## config.mk

```make
export PLATFORM = sky130hd
export DESIGN_NAME = srr_top
export DESIGN_NICKNAME = d
export VERILOG_FILES = /design/src/rtl/srr_pkg.sv /design/src/rtl/srr_cmd_decode.sv /design/src/rtl/srr_rate_cell.sv /design/src/rtl/srr_token_acc.sv /design/src/rtl/srr_top.sv
export SDC_FILE = /design/constraint.sdc
export NUM_CORES = 2
export LEC_CHECK = 0
export CAP_MARGIN = 20
export CORE_MARGIN = 2
export CORE_UTILIZATION = 40
export DETAILED_ROUTE_END_ITERATION = 10
export DONT_BUFFER_PORTS = 1
export GPL_TIMING_DRIVEN = 0
export HOLD_SLACK_MARGIN = 0.1
export SLEW_MARGIN = 30
export SYNTH_ARGS = -nofsm -noshare
export SYNTH_HDL_FRONTEND = slang
export SYNTH_SLANG_ARGS = --single-unit
export TNS_END_PERCENT = 1
```

## constraint.sdc

```tcl
create_clock -name clk -period 13.9 [get_ports clk]
set_input_delay 2.085 -clock clk [delete_from_list [all_inputs] [get_ports clk]]
set_output_delay 2.085 -clock clk [all_outputs]
set_load 0.03 [all_outputs]
```

## src/rtl/srr_pkg.sv

```systemverilog
package srr_pkg;

    localparam int RATE_W  = 8;
    localparam int FRAC_W  = 8;
    localparam int GRP_W   = 4;
    localparam int ACC_W   = 16;
    localparam int TOKEN   = 256;
    localparam int RATE_MAX = (1 << RATE_W) - 1;
    localparam int PROD_W  = RATE_W + FRAC_W;

    typedef enum logic [1:0] {
        SCOPE_ONE   = 2'd0,
        SCOPE_GROUP = 2'd1,
        SCOPE_ALL   = 2'd2,
        SCOPE_NONE  = 2'd3
    } scope_e;

    typedef enum logic [2:0] {
        OP_NOP   = 3'd0,
        OP_XON   = 3'd1,
        OP_XOFF  = 3'd2,
        OP_INC   = 3'd3,
        OP_DEC   = 3'd4,
        OP_RSV5  = 3'd5,
        OP_RSV6  = 3'd6,
        OP_RSV7  = 3'd7
    } op_e;

    typedef logic [RATE_W-1:0] rate_t;

    typedef struct packed {
        scope_e             scope;
        op_e                op;
        logic [GRP_W-1:0]   target;
        logic [FRAC_W-1:0]  frac;
    } flow_cmd_t;

    // Fraction of the current rate: floor(r * k / 255)
    function automatic rate_t rate_portion(rate_t r, logic [FRAC_W-1:0] k);
        logic [PROD_W-1:0] prod;
        logic [PROD_W-1:0] quot;
        prod = {{FRAC_W{1'b0}}, r} * {{RATE_W{1'b0}}, k};
        quot = prod / PROD_W'(RATE_MAX);
        return quot[RATE_W-1:0];
    endfunction

    function automatic rate_t rate_raise(rate_t r, logic [FRAC_W-1:0] k);
        logic [RATE_W:0] sum;
        sum = {1'b0, r} + {1'b0, rate_portion(r, k)};
        return sum[RATE_W] ? rate_t'(RATE_MAX) : sum[RATE_W-1:0];
    endfunction

    function automatic rate_t rate_lower(rate_t r, logic [FRAC_W-1:0] k);
        rate_t diff;
        diff = r - rate_portion(r, k);
        return (diff == '0) ? rate_t'(1) : diff;
    endfunction

endpackage

```

## src/rtl/srr_cmd_decode.sv

```systemverilog
module srr_cmd_decode
    import srr_pkg::*;
#(
    parameter int NUM_STREAMS = 8
) (
    input  logic                         cmd_valid,
    input  flow_cmd_t                    cmd,
    input  logic [NUM_STREAMS*GRP_W-1:0] group_id_cfg,
    output logic [NUM_STREAMS-1:0]       hit
);

    for (genvar i = 0; i < NUM_STREAMS; i++) begin : g_sel
        logic [GRP_W-1:0] gid;
        assign gid = group_id_cfg[i*GRP_W +: GRP_W];

        always_comb begin
            hit[i] = 1'b0;
            if (cmd_valid) begin
                case (cmd.scope)
                    SCOPE_ONE:   hit[i] = (cmd.target == GRP_W'(i));
                    SCOPE_GROUP: hit[i] = (cmd.target == gid);
                    SCOPE_ALL:   hit[i] = 1'b1;
                    default:     hit[i] = 1'b0;
                endcase
            end
        end
    end

endmodule

```

## src/rtl/srr_rate_cell.sv

```systemverilog
module srr_rate_cell
    import srr_pkg::*;
#(
    parameter rate_t INIT_RATE = rate_t'(128)
) (
    input  logic              clk,
    input  logic              rst,
    input  logic              hit,
    input  op_e               op,
    input  logic [FRAC_W-1:0] frac,
    output rate_t             rate,
    output logic              en
);

    always_ff @(posedge clk) begin
        if (rst) begin
            rate <= INIT_RATE;
            en   <= 1'b1;
        end else if (hit) begin
            case (op)
                OP_XON:  en   <= 1'b1;
                OP_XOFF: en   <= 1'b0;
                OP_INC:  rate <= rate_raise(rate, frac);
                OP_DEC:  rate <= rate_lower(rate, frac);
                default: ;
            endcase
        end
    end

endmodule

```

## src/rtl/srr_token_acc.sv

```systemverilog
module srr_token_acc
    import srr_pkg::*;
(
    input  logic  clk,
    input  logic  rst,
    input  logic  en,
    input  rate_t rate,
    input  logic  take,
    output logic  ok
);

    localparam int SUM_W = ACC_W + 1;

    logic [ACC_W-1:0] acc;
    logic [SUM_W-1:0] sum;

    assign ok = en && (acc >= ACC_W'(TOKEN));

    always_comb begin
        sum = {1'b0, acc} + (en ? SUM_W'(rate) : SUM_W'(0));
        if (take && ok) begin
            sum = sum - SUM_W'(TOKEN);
        end
    end

    always_ff @(posedge clk) begin
        if (rst) begin
            acc <= '0;
        end else if (sum[ACC_W]) begin
            acc <= '1;
        end else begin
            acc <= sum[ACC_W-1:0];
        end
    end

endmodule

```

## src/rtl/srr_top.sv

```systemverilog
module srr_top
    import srr_pkg::*;
#(
    parameter int    NUM_STREAMS = 8,
    parameter rate_t INIT_RATE   = rate_t'(128)
) (
    input  logic                          clk,
    input  logic                          rst,
    input  logic                          cmd_valid,
    input  logic [1:0]                    cmd_scope,
    input  logic [2:0]                    cmd_op,
    input  logic [3:0]                    cmd_target,
    input  logic [7:0]                    cmd_frac,
    input  logic [NUM_STREAMS*4-1:0]      group_id_cfg,
    input  logic [NUM_STREAMS-1:0]        send_take,
    output logic [NUM_STREAMS-1:0]        stream_en,
    output logic [NUM_STREAMS-1:0]        send_ok,
    output logic [NUM_STREAMS*8-1:0]      rate_o
);

    flow_cmd_t              cmd;
    logic [NUM_STREAMS-1:0] hit;

    assign cmd.scope  = scope_e'(cmd_scope);
    assign cmd.op     = op_e'(cmd_op);
    assign cmd.target = cmd_target;
    assign cmd.frac   = cmd_frac;

    srr_cmd_decode #(.NUM_STREAMS(NUM_STREAMS)) dec_i (
        .cmd_valid    (cmd_valid),
        .cmd          (cmd),
        .group_id_cfg (group_id_cfg),
        .hit          (hit)
    );

    for (genvar i = 0; i < NUM_STREAMS; i++) begin : g_stream
        rate_t rate_q;

        srr_rate_cell #(.INIT_RATE(INIT_RATE)) cell_i (
            .clk  (clk),
            .rst  (rst),
            .hit  (hit[i]),
            .op   (cmd.op),
            .frac (cmd.frac),
            .rate (rate_q),
            .en   (stream_en[i])
        );

        srr_token_acc acc_i (
            .clk  (clk),
            .rst  (rst),
            .en   (stream_en[i]),
            .rate (rate_q),
            .take (send_take[i]),
            .ok   (send_ok[i])
        );

        assign rate_o[i*RATE_W +: RATE_W] = rate_q;
    end

endmodule

```

==> metrics.log <==
INFO  metric clock_skew = ~0.016 ns
INFO  metric die_width = 357 um
INFO  metric path_class_of_the_lowest_slack_min_delay_path = reg -> reg
INFO  metric path_max_fanout = 10
INFO  metric clkLatencyLatePin = about 0.52 ns
INFO  metric die_y = ~360 um
INFO  metric final_layout_size_suffix_gt1_frac = 0.148
INFO  metric initial_utilization = 0.403
INFO  metric timing.final.ws_setup = between 0.2 and 0.3 ns
INFO  metric cp_data_required_time = 14.27 ns
INFO  metric placedInstanceArea = approximately 52,000 um^2
INFO  metric clk_pin_slew = 0.08 ns
INFO  metric grt_max_degree = 20
INFO  metric synthTopCellsByArea = fa_1 (13%), ha_1 (12%), dfxtp_1 (8.0%)
INFO  metric seq_area_frac_synth = 0.0803
INFO  metric detailed_place_hpwl = around 130,000 um
INFO  metric drt_pass1_iterations = 6
INFO  metric floorplan.die_area = around 130,000 um^2
INFO  metric fin_worst_hold_slack = about 0.56 ns
INFO  metric power_leakage = roughly 25 nW
INFO  metric detailedPlace.worstSlack = -2.73 ns
INFO  metric post_synth.cell_area_avg = between 7 and 8 um^2
INFO  metric design.portCount = between 100 and 150
INFO  metric kind_of_launch_point_of_the_worst_setup_path = input port
INFO  metric timing.critical_path.to_type = flop
INFO  metric status = finished clean
INFO  metric grtUsageTotal = 0.257
INFO  metric maximum_root_to_sink_buffer_count = 2
INFO  metric library_cell_occupying_the_most_area_in_the_post_synthesis_netlist = fa_1
INFO  metric post_syn_instances = 6,686
INFO  metric met1_usage = 0.338
INFO  metric irDropWorstVdd = around 0.084 mV
INFO  metric slew_headroom = 0.167
INFO  metric cp_data_arrival_time = between 10 and 15 ns
INFO  metric route.detailed.drc = 0
INFO  metric placementRows = 129
INFO  metric synth_seq_cells = 200
INFO  metric yosys.area.top_type_share = 0.125
INFO  metric async_reset_ff_frac = 0
INFO  metric area_of_all_placed_cells_without_fillers = about 60,000 um^2
INFO  metric fin_crit = between 10 and 15 ns
INFO  metric achievable_clock_frequency = ~73 MHz
INFO  metric gr-max-usage-layer = met2
INFO  metric areaGrowthSynthToFinish = 16.9%
INFO  metric tritoncts = built
INFO  metric ys_types = approximately 140
INFO  metric setup_viol = 0
INFO  metric yosysWarningCount = 0
INFO  metric power_density = 89.5 nW/um^2
INFO  metric cts-root-buf = clkbuf_16
INFO  metric worst_tran_pin_value = around 1.2 ns
INFO  metric placeableCoreArea = 124,000 um^2
INFO  metric route.detailed.wl_per_inst = ~20 um
INFO  metric grt.met2_usage = 0.409
INFO  metric rsz0062_at_grt = yes
INFO  metric synthesis.nets = roughly 7.5k
INFO  metric use_met3 = 0.0638
INFO  metric leading_register_cell_type_out_of_synthesis = dfxtp_1
INFO  metric synth_enable_flop_cells = 0
INFO  metric fill_cells = about 12k
INFO  metric viasPerCell = around 5.9
INFO  metric maxCapViolCount = 0
INFO  metric dr.first_iter.drc_count = about 4.1k
INFO  metric final_core_util = 0.472
INFO  metric report.final.hold_viol_count = 0
INFO  metric finalMaxSlewViolations = 0
INFO  metric vias_in_the_first_global_route = roughly 47k
INFO  metric final_min_period_over_clock_period = 0.979
INFO  metric number_of_antenna_violating_nets_in_the_routed_design = 0
INFO  metric antenna_found_initial = 23
INFO  metric finalWirelength = 173,000 um
INFO  metric crit_path_top_delay_cell = or4_4
INFO  metric cp_slowest_stage_delay = around 0.57 ns
INFO  metric tritoncts.num_buffers = 17
INFO  metric routabilityCongestion = 0.941
INFO  metric path_class = in -> reg
INFO  metric final_nets = about 8k
INFO  metric clock_sinks = 200
INFO  metric syn-cell-area = approximately 50,000 um^2
INFO  metric global_route_wire_length_before_repair = between 200,000 and 300,000 um
INFO  metric route.vias.total = between 50k and 60k
INFO  metric cts.htree.levels = 4
INFO  metric io_buffers = 0
INFO  metric grt.overflow.total = 0
cell families (layout without fill, tap and decap cells):
kind of cell | after synthesis | after routing | share of synthesized area
flops | 200 | 200 | 0.0803
xor+xnor | 399 | 399 | 0.0718
other cells | 0 | 26 | 0
fa+ha+maj | 813 | 813 | 0.250
mux | 72 | 72 | 0.0151
simple gates | 2519 | 2519 | 0.268
compound gates | 1781 | 1781 | 0.244
buf+inv | 902 | 1144 | 0.0705
area by class of cell:
cell class / instances / area, um^2 / area share
buffer: 260 / 1750 / 0.0300
antenna: 26 / 65.1 / 0.00112
multi-input combinational: 5584 / 45600 / 0.783
sequential: 200 / 4020 / 0.0690
inverter: 625 / 2350 / 0.0402
clock buffer: 18 / 429 / 0.00736
timing repair buffer: 227 / 1860 / 0.0319
tap: 1637 / 2050 / 0.0351
clock inverter: 14 / 139 / 0.00238
repair_timing:
action	CTS	global route
endpoints found under the setup margin	64	64
gates cloned	0	1
endpoints found under the hold margin	0	0
hold buffers	0	0
setup buffers	73	151
resized for setup	347	503
pin swaps	57	164
where the power goes:
part | internal (W) | switching (W) | total (W) | leakage [nW]
logic | 0.00151 | 0.00227 | 0.00378 | 23.3
registers | 0.000736 | 0.000171 | 0.000907 | 1.64
clock network | 0.000238 | 0.000287 | 0.000525 | 0.278
total | 0.00248 | 0.00273 | 0.00522 | 25.3
state kept, by name, summed over array words and instances (netlist names):
signal / cells
g_stream.acc_i.acc: 128
g_stream.cell_i.en: 8
g_stream.cell_i.rate: 64
routing by layer:
metal / wire length, um / vias up
met5: 34 / -
met4: 6000 / 4
met3: 16700 / 315
met2: 77100 / 1802
met1: 73100 / 24800
li1: - / 24100
placed cells by master, fill, tap and decap left out, types with 24 or more instances in the layout:
cell	Yosys	final
dfxtp_1	200	187
or2_2	35	33
mux2i_1	48	34
a211oi_1	72	58
or3_1	42	37
o21ai_1	30	39
o22ai_1	50	44
nor2_2	2	25
clkbuf_1	215	124
o211ai_1	54	54
nor3_1	156	131
o21bai_1	54	54
a31oi_1	98	90
buf_4	23	237
inv_1	622	618
o21ai_0	245	212
a21oi_2	6	38
xnor2_1	261	235
ha_1	488	466
a211o_1	34	31
fa_1	312	305
o21a_1	64	61
nor4_1	50	37
nor2b_1	60	58
xor2_1	131	115
o2111ai_1	28	26
clkbuf_16	0	24
diode_2	0	26
nor2_1	534	502
and2_1	562	558
nand3_1	188	173
a21o_1	122	119
and3_1	84	76
buf_2	29	26
nand4_1	95	95
nand2_1	466	457
a21oi_1	524	482
nand2b_1	75	68
metrics by stage:
stage	cells	power (W)	setup TNS [ns]
CTS	8425	0.00486	-0.335
detailed placement	8325	0.00416	-141.89
floorplan	6686	0.00343	0
global placement	8323	0.00411	-171.88
finish	8591	0.00522	0
global route	8565	0.00563	-3.11
synth_stat cells, types with 19 or more instances:
library cell	instances
a211o_1	34
a211oi_1	72
a21boi_0	23
a21o_1	122
a21oi_1	524
a22oi_1	20
a311oi_1	19
a31oi_1	98
and2_1	562
and3_1	84
and4_1	24
buf_2	29
buf_4	23
clkbuf_1	215
dfxtp_1	200
fa_1	312
ha_1	488
inv_1	622
mux2_2	23
mux2i_1	48
nand2_1	466
nand2b_1	75
nand3_1	188
nand4_1	95
nor2_1	534
nor2b_1	60
nor3_1	156
nor3b_1	19
nor4_1	50
o2111ai_1	28
o211ai_1	54
o21a_1	64
o21ai_0	245
o21ai_1	30
o21bai_1	54
o22ai_1	50
o31ai_1	33
or2_2	35
or3_1	42
xnor2_1	261
xor2_1	131
worst paths after layout:
kind                         startpoint                         end  slack, ns  cells after the start
max                         cmd_frac[7]  g_stream[3].cell_i.rate[4]       0.29                     56
min           g_stream[5].acc_i.acc[14]   g_stream[5].acc_i.acc[14]       0.56                      2
max reg2reg  g_stream[4].cell_i.rate[1]  g_stream[4].cell_i.rate[2]       0.95                     55
min reg2reg   g_stream[5].acc_i.acc[14]   g_stream[5].acc_i.acc[14]       0.56                      2
critical path: cells and delay by family:
kind            cells  cell delay [ns]
compound gates     20             4.13
fa+ha+maj           8             3.24
simple gates       18             3.05
buf+inv             9             1.21
xor+xnor            1             0.24
Power figures use the tool's default switching activity.
